`src/rtl/oc_pin_unit.sv`:
```
module oc_pin_unit #(
  parameter int NCH = 8,
  parameter int AW  = 3
) (
  input  logic           clk,
  input  logic           rst_n,
  input  logic           wr_en,
  input  logic [AW-1:0]  wr_addr,
  input  logic [NCH-1:0] wr_data,
  input  logic [AW-1:0]  rd_addr,
  output logic [NCH-1:0] rd_data,
  input  logic [NCH-1:0] match_i,
  output logic [NCH-1:0] port_out,
  output logic [NCH-1:0] port_oe,
  output logic [NCH-1:0] oc_flag
);
  localparam int TOP  = NCH - 1;
  localparam logic [AW-1:0] A_SEL = 0, A_FRC = 1, A_MSK = 2, A_PAT = 3,
                            A_DIR = 4, A_FLG = 5, A_MLO = 6, A_MHI = 7;

  logic [NCH-1:0] sel_q, mask_q, pat_q, dir_q, flag_q, mlo_q, mhi_q, pin_q;
  logic [NCH-1:0] pin_d, force_v, ev, clr_v;
  logic [2*NCH-1:0] mode_all;
  logic ev7;

  assign force_v  = (wr_en && wr_addr == A_FRC) ? wr_data : '0;
  assign clr_v    = (wr_en && wr_addr == A_FLG) ? wr_data : '0;
  assign ev       = sel_q & (match_i | force_v);
  assign ev7      = ev[TOP];
  assign mode_all = {mhi_q, mlo_q};

  always_comb begin
    pin_d = pin_q;
    for (int n = 0; n < NCH; n++) begin
      if (mask_q[n]) begin
        if (ev7) pin_d[n] = pat_q[n];
      end else if (ev[n]) begin
        case (mode_all[2*n +: 2])
          2'b01:   pin_d[n] = ~pin_q[n];
          2'b10:   pin_d[n] = 1'b0;
          2'b11:   pin_d[n] = 1'b1;
          default: pin_d[n] = pin_q[n];
        endcase
      end
    end
  end

  always_ff @(posedge clk or negedge rst_n) begin
    if (!rst_n) begin
      sel_q <= '0; mask_q <= '0; pat_q <= '0; dir_q <= '0;
      flag_q <= '0; mlo_q <= '0; mhi_q <= '0; pin_q <= '0;
    end else begin
      pin_q  <= pin_d;
      flag_q <= (flag_q & ~clr_v) | (sel_q & match_i);
      if (wr_en) begin
        case (wr_addr)
          A_SEL:   sel_q  <= wr_data;
          A_MSK:   mask_q <= wr_data;
          A_PAT:   pat_q  <= wr_data;
          A_DIR:   dir_q  <= wr_data;
          A_MLO:   mlo_q  <= wr_data;
          A_MHI:   mhi_q  <= wr_data;
          default: ;
        endcase
      end
    end
  end

  always_comb begin
    case (rd_addr)
      A_SEL:   rd_data = sel_q;
      A_MSK:   rd_data = mask_q;
      A_PAT:   rd_data = pat_q;
      A_DIR:   rd_data = dir_q;
      A_FLG:   rd_data = flag_q;
      A_MLO:   rd_data = mlo_q;
      A_MHI:   rd_data = mhi_q;
      default: rd_data = '0;
    endcase
  end

  assign port_out = pin_q;
  assign port_oe  = dir_q | (mask_q & sel_q);
  assign oc_flag  = flag_q;
endmodule


```
`config.mk`:
```
export PLATFORM = sky130hd
export DESIGN_NAME = oc_pin_unit
export DESIGN_NICKNAME = d
export VERILOG_FILES = /design/src/rtl/oc_pin_unit.sv
export SDC_FILE = /design/constraint.sdc
export NUM_CORES = 1
export LEC_CHECK = 0
export CAP_MARGIN = 20
export CELL_PAD_IN_SITES_DETAIL_PLACEMENT = 1
export CELL_PAD_IN_SITES_GLOBAL_PLACEMENT = 2
export CORE_MARGIN = 2
export CORE_UTILIZATION = 35
export DETAILED_ROUTE_END_ITERATION = 12
export PLACE_DENSITY_LB_ADDON = 0.3
export SYNTH_ARGS = -nofsm -noshare
export SYNTH_HDL_FRONTEND = slang
export SYNTH_SLANG_ARGS = --single-unit
export TNS_END_PERCENT = 30
```
`constraint.sdc`:
```
create_clock -name clk -period 1.8 [get_ports clk]
set_input_delay 0.36 -clock clk [delete_from_list [all_inputs] [get_ports clk]]
set_output_delay 0.36 -clock clk [all_outputs]
set_load 0.01 [all_outputs]
```
After elaboration in Yosys (flattened, before gate mapping)
Cells that the tools add are included.
- flip-flop bits (word level): 64
- bits in latches: 0
- RAM bits: 0
- memory bits (read-only): 0
- input bits: 25
- output and inout bits: 32
- word-level logic and storage cells: 143
- memories: 0
- add/sub/neg operators: 0
- multiply operators: 0
- divide/modulo/power cells: 0
- order comparisons: 0
- equal/unequal tests: 44
- shift-type cells: 0
- muxes and demuxes: 35
- bitwise operators: 16
- reductions and logical operators: 33
- operators by type and width (kind ; count):
    one-hot mux 8 bit (7 select lines) ; 1
    AND 8 bit ; 4
    == test 2 bit (second input constant) ; 16
    nonzero test 4 bit ; 8
    == test 3 bit (second input constant) ; 8
    2-to-1 mux 1 bit ; 24
    bitwise OR 8 bit ; 3
    one-hot mux 1 bit (3 select lines) ; 8
    AND reduction 3 bit ; 7
    == test 2 x 1 -> 1 bit (second input constant) ; 8
    2-to-1 mux 8 bit ; 2
    != test 2 x 1 -> 1 bit (second input constant) ; 7
    AND reduction 2 bit ; 7
    nonzero test 2 bit ; 7
    == test 3 x 2 -> 1 bit (second input constant) ; 4
    inverter 1 bit ; 8
    inverter 8 bit ; 1
    logical NOT 3 bit ; 2
    == test 3 x 1 -> 1 bit (second input constant) ; 1
    logical AND 1 bit ; 2

Depth between registers and ports, before layout
Gate-level depths: netlist of the first run.
- word-level depth: 7
- depth in mapped cells: 7

Least setup slack after synthesis of the first run
No wires, ideal clock.
- kind: input-to-output
- from: input port rd_addr[2]
- to: output port rd_data[1]
- data arrival time: 1.330 ns
- path slack: 0.110 ns
- stages on the path: 5
- path buffers: 1
- cell sequence: buf_2 -> mux2_2 -> a22o_1 -> a32oi_1 -> o21ai_0
- cells in the longest elaborated chain, start to end: 2
- ends and longest elaborated chain (what ; line ; text):
    from (decl) ; 10 ; input logic [AW-1:0] rd_addr,
    == test 3 bit (tied with other cells) ; 70 ; case (rd_addr)
    one-hot mux 8 bit (7 select lines) * ; 70 ;
    to (decl) ; 11 ; output logic [NCH-1:0] rd_data,
Every way passes the cells marked *; elsewhere a longest branch is shown, timed or not.

Worst setup path in the final report of the first run
- from: register pat_q[1]
- to: output port rd_data[1]
- cells in the longest elaborated chain, start to end: 1
- ends and longest elaborated chain (what ; line ; text):
    from (decl) ; 21 ; logic [NCH-1:0] sel_q, mask_q, pat_q, dir_q, flag_q, mlo_q, mhi_q, pin_q;
    from (signal assigned) ; 59 ; A_PAT: pat_q <= wr_data;
    one-hot mux 8 bit (7 select lines) ; 70 ;
Every way passes these cells.

==> results.ini, run 1 <==
[outcome]
outcome = finished with violations
violations = setup timing

[finish]
syn_to_final_growth_pct = 50.3
drive_gt1_share_pct = 42.8
antennaDiodeCount = 0
final_nets = 470
fin_util_pct = 54.9

[clocking]
cts_root_buf = clkbuf_8
clk_path_buf_depth = 2
cts_sinks = 64
cts_hold_buffers = 0
cts_tree = built
cts_buffers = 9
cts.reportedPaths.clkPinSlew_ps = 80
clk_latency_ps = 340
ctsHtreeMaxLevel = 3

[sta]
slew_headroom_pct = 75.4
setup_viol = 7
hold_viol = 0
fmax_mhz = 506
post-route-period-util_pct = 110
worst_slew_pin_slew_ps = 369
setup_slack_ps = -178
rsz0062_at_grt = true
finClkSkew_ps = 7.05
post-route-min-period_ps = 1980
slew_viol_final = 0

[yosys]
synth_area_leaders = dfrtp_1 47%, mux2_2 17%, nand2_1 3.0%
ys_seq_area_share_pct = 47.0
synth_edf_count = 0
syn_area_per_cell_um2 = 11.5
ys_types = 41
yosys.area.top_type = dfrtp_1
synthArstFlopShare_pct = 100
synth_seq_cells = 64
postSynthNetCount = 325
synthFlopType = dfrtp_1
synth_area_um2 = 3400
syn_inst = 296
ys_warn_count = 0
netlist.area_leader.share_pct = 47.0

[route]
drcViolationCount = 0
vias_per_cell = 5.38
drtPass1Iterations = 4
wl_mm = 11.7
drt-initial-drc-count = 139
wl_per_cell_um = 20.3
ant_nets = 0
via_count = 3091

[global_route]
grt_pass1_vias = 3306
grt_usage_pct = 23.6
grt_max_degree = 65
antenna_found_initial = 0
grt-ovfl-total = 0
grt_pass1_wl_mm = 18.4

[floorplanning]
die-width_um = 103
row_count = 35
die_h_um = 103
core_area_um2 = 9330
initial_core_util_pct = 36.5
ios = 57
die_area_um2 = 10500

[critical_path]
worstPathMaxFanout = 2
reg2reg_slack_ps = 240
crit_path_start_kind = flop
worstSetupPathType = reg2out
cp_slowest_cell = dfrtp_1
cp_num_buf_inv = 1
cp.arrival_ps = 1620
crit_path_end_kind = output pin
critPathMaxStageDelay_ps = 400
cp_top_family = compound AO/OA/AOI/OAI gates
cp.required_ps = 1440
path_cells = mux2_2 > a22o_1 > a32oi_1 > o21ai_1 > buf_2

[power_and_ir_drop]
ir_drop_uv = 456
finalPower_w = 0.00568
power.leakage_nw = 2.28
powerDensity_nw_per_um2 = 1110

[placement]
dp_hpwl_mm = 8.31
gp_congestion = 0.828
port_buffers = 56
dp_worst_setup_slack_ps = -883

[run]
maxCapViolations = 0

[worst_hold_path]
hold_path_class = in2async

## layout make-up
class	instances	area, um2
Fill cell	1025	4210
Tap cell	129	161
Multi-Input combinational cell	212	1790
Timing Repair Buffer	146	1300
Inverter	8	30.0
Clock buffer	11	131
Clock inverter	5	105
Sequential cell	64	1600
## metrics by stage
stage	std cells	instance area (um2)	hold WS (ps)	setup TNS (ps)
2_1_floorplan	296	3400	64.4	0
4_1_cts	569	5000	29.5	-702
6_report	575	5120	14.0	-473
3_5_place_dp	553	4780	409	-13370
5_1_grt	575	5120	31.9	-888
3_3_place_gp	553	4780	408	-12030
## cell families after synthesis
family / synth area share, %
AOI/OAI and AO/OA: 16.9
muxes: 21.8
and+or+nand+nor: 9.89
DFF: 47.0
adders and majority gates: 1.47
buffers and inverters: 2.90
## power by group
part | switching [W] | total, W | internal, W | leakage, nW
Sequential | 0.000276 | 0.00206 | 0.00178 | 0.744
Combinational | 0.000899 | 0.00210 | 0.00120 | 1.43
Clock | 0.000599 | 0.00152 | 0.000922 | 0.110
Total | 0.00177 | 0.00568 | 0.00390 | 2.28
## metal layers
layer | global-route usage, % | vias up | wire, um | share of wire [%]
met1 | 31.6 | 1571 | 5100 | 44
met3 | 4.00 | 21 | 485 | 4.2
met2 | 39.5 | 88 | 5830 | 50
li1 | - | 1411 | - | -
met5 | 0 | - | 0 | 0
met4 | 7.18 | 0 | 235 | 2.0
## registers in the layout, summed over array words and instances, names as in the netlist
register / flops
oc_flag: 8
mlo_q: 8
pat_q: 8
mhi_q: 8
port_out: 8
sel_q: 8
mask_q: 8
dir_q: 8
## cells in the mapped netlist (2+ instances only)
| library cell | number |
|---|---|
| nand2_1 | 27 |
| o21ai_0 | 10 |
| nor2_1 | 14 |
| o221ai_1 | 3 |
| inv_1 | 8 |
| nand3_1 | 6 |
| nand3b_1 | 2 |
| a211oi_1 | 2 |
| mux4_2 | 4 |
| o31a_1 | 3 |
| a21o_1 | 12 |
| mux2_2 | 50 |
| o21ai_1 | 4 |
| buf_2 | 7 |
| o211ai_1 | 10 |
| a21oi_1 | 11 |
| and4bb_2 | 2 |
| a22o_1 | 10 |
| buf_4 | 2 |
| buf_1 | 2 |
| a31oi_1 | 6 |
| a32oi_1 | 2 |
| ha_1 | 4 |
| mux2i_1 | 9 |
| dfrtp_1 | 64 |
| a22oi_1 | 3 |
| o2111ai_1 | 2 |
| nand4b_1 | 2 |
| nor2b_1 | 3 |
## repair_timing
item                       4_1_cts  5_1_grt
resized for setup               66       22
setup endpoints to repair       16       13
buffers inserted                 0        6
pin swaps                        1        5
## worst paths after layout
check                            startpoint           to  cells past startpoint
worst max-delay path               pat_q[1]   rd_data[1]                      5
worst min-delay path                  rst_n   oc_flag[7]                      2
worst max register to register     mlo_q[6]  port_out[3]                      6
worst min register to register  port_out[7]  port_out[7]                      2
max in group asynchronous             rst_n   oc_flag[4]                      2
min in group clk                port_out[7]  port_out[7]                      2
## layout by cell type, fill, tap and decap left out, types with 4 or more instances in the layout
cell type / synthesis / layout
nor2_1: 14 / 11
o211ai_1: 10 / 10
a22o_1: 10 / 10
dlygate4sd2_1: 0 / 7
buf_2: 7 / 10
ha_1: 4 / 4
buf_12: 0 / 8
a21o_1: 12 / 12
o21ai_1: 4 / 9
a21oi_1: 11 / 8
dfrtp_1: 64 / 64
mux4_2: 4 / 4
nand3_1: 6 / 6
nand2_1: 27 / 26
mux2_2: 50 / 48
a31oi_1: 6 / 5
inv_1: 8 / 6
o21ai_0: 10 / 5
clkbuf_8: 0 / 9
mux2i_1: 9 / 8
buf_4: 2 / 78
buf_6: 1 / 4
clkdlybuf4s50_1: 0 / 34
## worst reg2reg max path, cell delays in order, from the launching register on
cell	delay, ps
dfrtp_1	390
buf_4	150
ha_1	290
o211ai_1	220
o21ai_1	130
buf_4	140
o221ai_1	170
Power figures use the tool's default switching activity.
==> run 2, diff against run 1 <==
--- a/config.mk
+++ b/config.mk
@@ -12,6 +12,7 @@
 export CORE_UTILIZATION = 35
 export DETAILED_ROUTE_END_ITERATION = 12
 export PLACE_DENSITY_LB_ADDON = 0.3
+export SLEW_MARGIN = 20
 export SYNTH_ARGS = -nofsm -noshare
 export SYNTH_HDL_FRONTEND = slang
 export SYNTH_SLANG_ARGS = --single-unit
==> results of run 2 <==
Final layout, timing and power as in run 1 (identical DEF).
==> run 3, diff against run 2 <==
--- a/config.mk
+++ b/config.mk
@@ -7,9 +7,9 @@
 export LEC_CHECK = 0
 export CAP_MARGIN = 20
 export CELL_PAD_IN_SITES_DETAIL_PLACEMENT = 1
-export CELL_PAD_IN_SITES_GLOBAL_PLACEMENT = 2
+export CELL_PAD_IN_SITES_GLOBAL_PLACEMENT = 1
 export CORE_MARGIN = 2
-export CORE_UTILIZATION = 35
+export CORE_UTILIZATION = 42
 export DETAILED_ROUTE_END_ITERATION = 12
 export PLACE_DENSITY_LB_ADDON = 0.3
 export SLEW_MARGIN = 20
==> run 3 against run 2 <==
The flow still finishes with violations (setup timing). Wire length increased by 31%. Die area is 16% lower. Utilization is 11 points higher. Sequential share of layout area is 0.38 points lower. Critical path depth is the same. Design area increased by 1.2%. Flip-flop and latch count unchanged. Largest cell class unchanged. Largest power group unchanged.
==> results.ini, run 3 (same netlist as run 1, synthesis figures left out) <==
[route]
drtPass1Iterations = 4  ; unchanged
ant_nets = 0  ; unchanged
wl_per_cell_um = 27.5  ; +36%
via_count = 3415  ; +10%
drt-initial-drc-count = 249  ; +79%
vias_per_cell = 6.18  ; +15%
drcViolationCount = 0  ; unchanged
wl_mm = 15.2  ; +31%

[outcome]
outcome = finished with violations
violations = setup timing

[sta]
rsz0062_at_grt = true
post-route-min-period_ps = 2060  ; +83.4 ps
post-route-period-util_pct = 115  ; +4.6 points
worst_slew_pin_slew_ps = 537  ; +168 ps
holdWs_ps = 503  ; +489 ps
setup_slack_ps = -261  ; -83.4 ps
finClkSkew_ps = 9.32  ; +2.27 ps
hold_viol = 0  ; unchanged
finalSetupTns_ps = -1060  ; -588 ps
slew_headroom_pct = 64.2  ; -11 points
slew_viol_final = 0  ; unchanged
fmax_mhz = 485  ; -4.0%
setup_viol = 7  ; unchanged

[floorplanning]
die_area_um2 = 8840  ; -16%
core_area_um2 = 7810  ; -16%
ios = 57  ; unchanged
die_h_um = 94.0  ; -8.4%
die-width_um = 94.0  ; -8.4%
row_count = 32  ; -8.6%
initial_core_util_pct = 43.6  ; +7.1 points

[finish]
fin_cells = 553  ; -3.8%
final_area_um2 = 5180  ; +1.2%
antennaDiodeCount = 0  ; unchanged
most-common-layout-cells = 82 x buf_4, 64 x dfrtp_1, 48 x mux2_2
final_common_cell = buf_4
final_nets = 475  ; +1.1%
drive_gt1_share_pct = 45.0  ; +2.2 points
syn_to_final_growth_pct = 52.2

[placement]
postPlaceCellArea_um2 = 4710  ; -1.6%
gp_congestion = 0.843  ; +1.8%
dp_hpwl_mm = 8.36  ; +0.56%
port_buffers = 56  ; unchanged
placedCellCount = 522  ; -5.6%

[global_route]
grt_pass1_wl_mm = 21.5  ; +17%
antenna_found_initial = 0  ; unchanged
grt_usage_pct = 33.9  ; +10 points
grt_pass1_vias = 3633  ; +9.9%
grt_max_degree = 25  ; -62%
grt-ovfl-total = 0  ; unchanged

[worst_hold_path]
hold_path_class = in2async

[critical_path]
critPathMaxStageDelay_ps = 390  ; about the same
cp.arrival_ps = 1700  ; +80 ps
path_cells = mux2_2 > a22o_1 > a32oi_2 > o21ai_2 > buf_2
cp_slowest_cell = dfrtp_1
reg2reg_slack_ps = 30  ; -210 ps
r2r_end = port_out[6]
crit_path_end_kind = output pin
timing.rr.start = mhi_q[4]
reg2reg_depth = 6  ; unchanged
crit_path_start_kind = flop
startpoint = mhi_q[1]
worstSetupPathType = reg2out
cp.required_ps = 1440  ; about the same
worstPathMaxFanout = 2  ; unchanged

[clocking]
cts.reportedPaths.clkPinSlew_ps = 90  ; about the same
clk_path_buf_depth = 2  ; unchanged
cts_root_buf = clkbuf_8
cts_buffers = 9  ; unchanged
cts_tree = built
clk_latency_ps = 370  ; +30 ps
cts_sinks = 64  ; unchanged
ctsHtreeMaxLevel = 3  ; unchanged

[power_and_ir_drop]
intPower_w = 0.00411  ; +5.5%
powerDensity_nw_per_um2 = 1200  ; +7.8%
ir_drop_uv = 784  ; +72%
p_clk_share_pct = 28.2  ; +1.4 points
power.leakage_nw = 2.34  ; +2.3%
p_seq_share_pct = 34.2  ; -2.0 points
switchingPower_w = 0.00208  ; +17%
swShare_pct = 33.6  ; +2.3 points
comb_power_share_pct = 37.6  ; +0.6 points

[run]
maxCapViolations = 0  ; unchanged

-- run 3: cell count changes in the layout (fill, tap and decap cells not counted), sizes merged --
cell | before | now
clkbuf | 11 | 10
clkdlybuf4s15 | 2 | 0
dlygate4sd2 | 7 | 9
dlygate4sd3 | 0 | 1
bufinv | 3 | 4
buf | 101 | 106
dlymetal6s2s | 2 | 1
clkinvlp | 2 | 0
clkinv | 0 | 2
-- run 3: cell type report --
cell class | instances | area (um2)
clock buffer | 10 | 138
clock inverter | 6 | 130
fill | 806 | 2630
inverter | 8 | 30.0
multi-input combinational | 212 | 1820
sequential | 64 | 1600
tap | 102 | 128
timing repair buffer | 151 | 1330
-- run 3: worst max-delay path by stage --
stage | endpoint | depth (start not counted) | slack, ps
6_report | rd_data[1] | 5 | -260
5_1_grt | rd_data[1] | 5 | -310
4_1_cts | rd_data[2] | 3 | -240
3_5_place_dp | rd_data[3] | 7 | -890
3_3_place_gp | rd_data[0] | 7 | -810
2_1_floorplan | rd_data[1] | 5 | 110
-- run 3: critical path, delay by kind of cell (launching register included) --
family,cells,cell delay (ps)
AOI/OAI and AO/OA,3,510
buffers and inverters,1,160
DFF,1,390
muxes,1,270
-- run 3: stage by stage --
stage | util (%) | setup WS, ps | power [W]
after floorplan | - | 110 | 0.00297
after global placement | 60.3 | -812 | 0.00403
after detailed placement | 60.3 | -889 | 0.00416
after CTS | 64.7 | -239 | 0.00597
after global routing | 66.4 | -309 | 0.00644
final | 66.4 | -261 | 0.00619
-- run 3: per-layer routing --
layer / track usage, % / routed length (um)
met1: 42.3 / 5930
met2: 55.7 / 7180
met3: 6.58 / 1160
met4: 17.5 / 957
met5: 0 / 0
-- run 3: repair_timing --
item                       in CTS  in global routing
hold buffers                    1                  0
hold endpoints to repair       17                  0
setup endpoints to repair      17                 10
resized for setup              71                 25
pin swaps                       5                  8
setup buffers                   7                  7
-- run 3: power by group through the flow --
stage	clock network [W]	registers, W	logic [W]
3_5_place_dp	0	0.00207	0.00209
4_1_cts	0.00174	0.00206	0.00217
2_1_floorplan	0	0.00212	0.000850
6_report	0.00175	0.00212	0.00233
3_3_place_gp	0	0.00204	0.00199
5_1_grt	0.00183	0.00214	0.00247
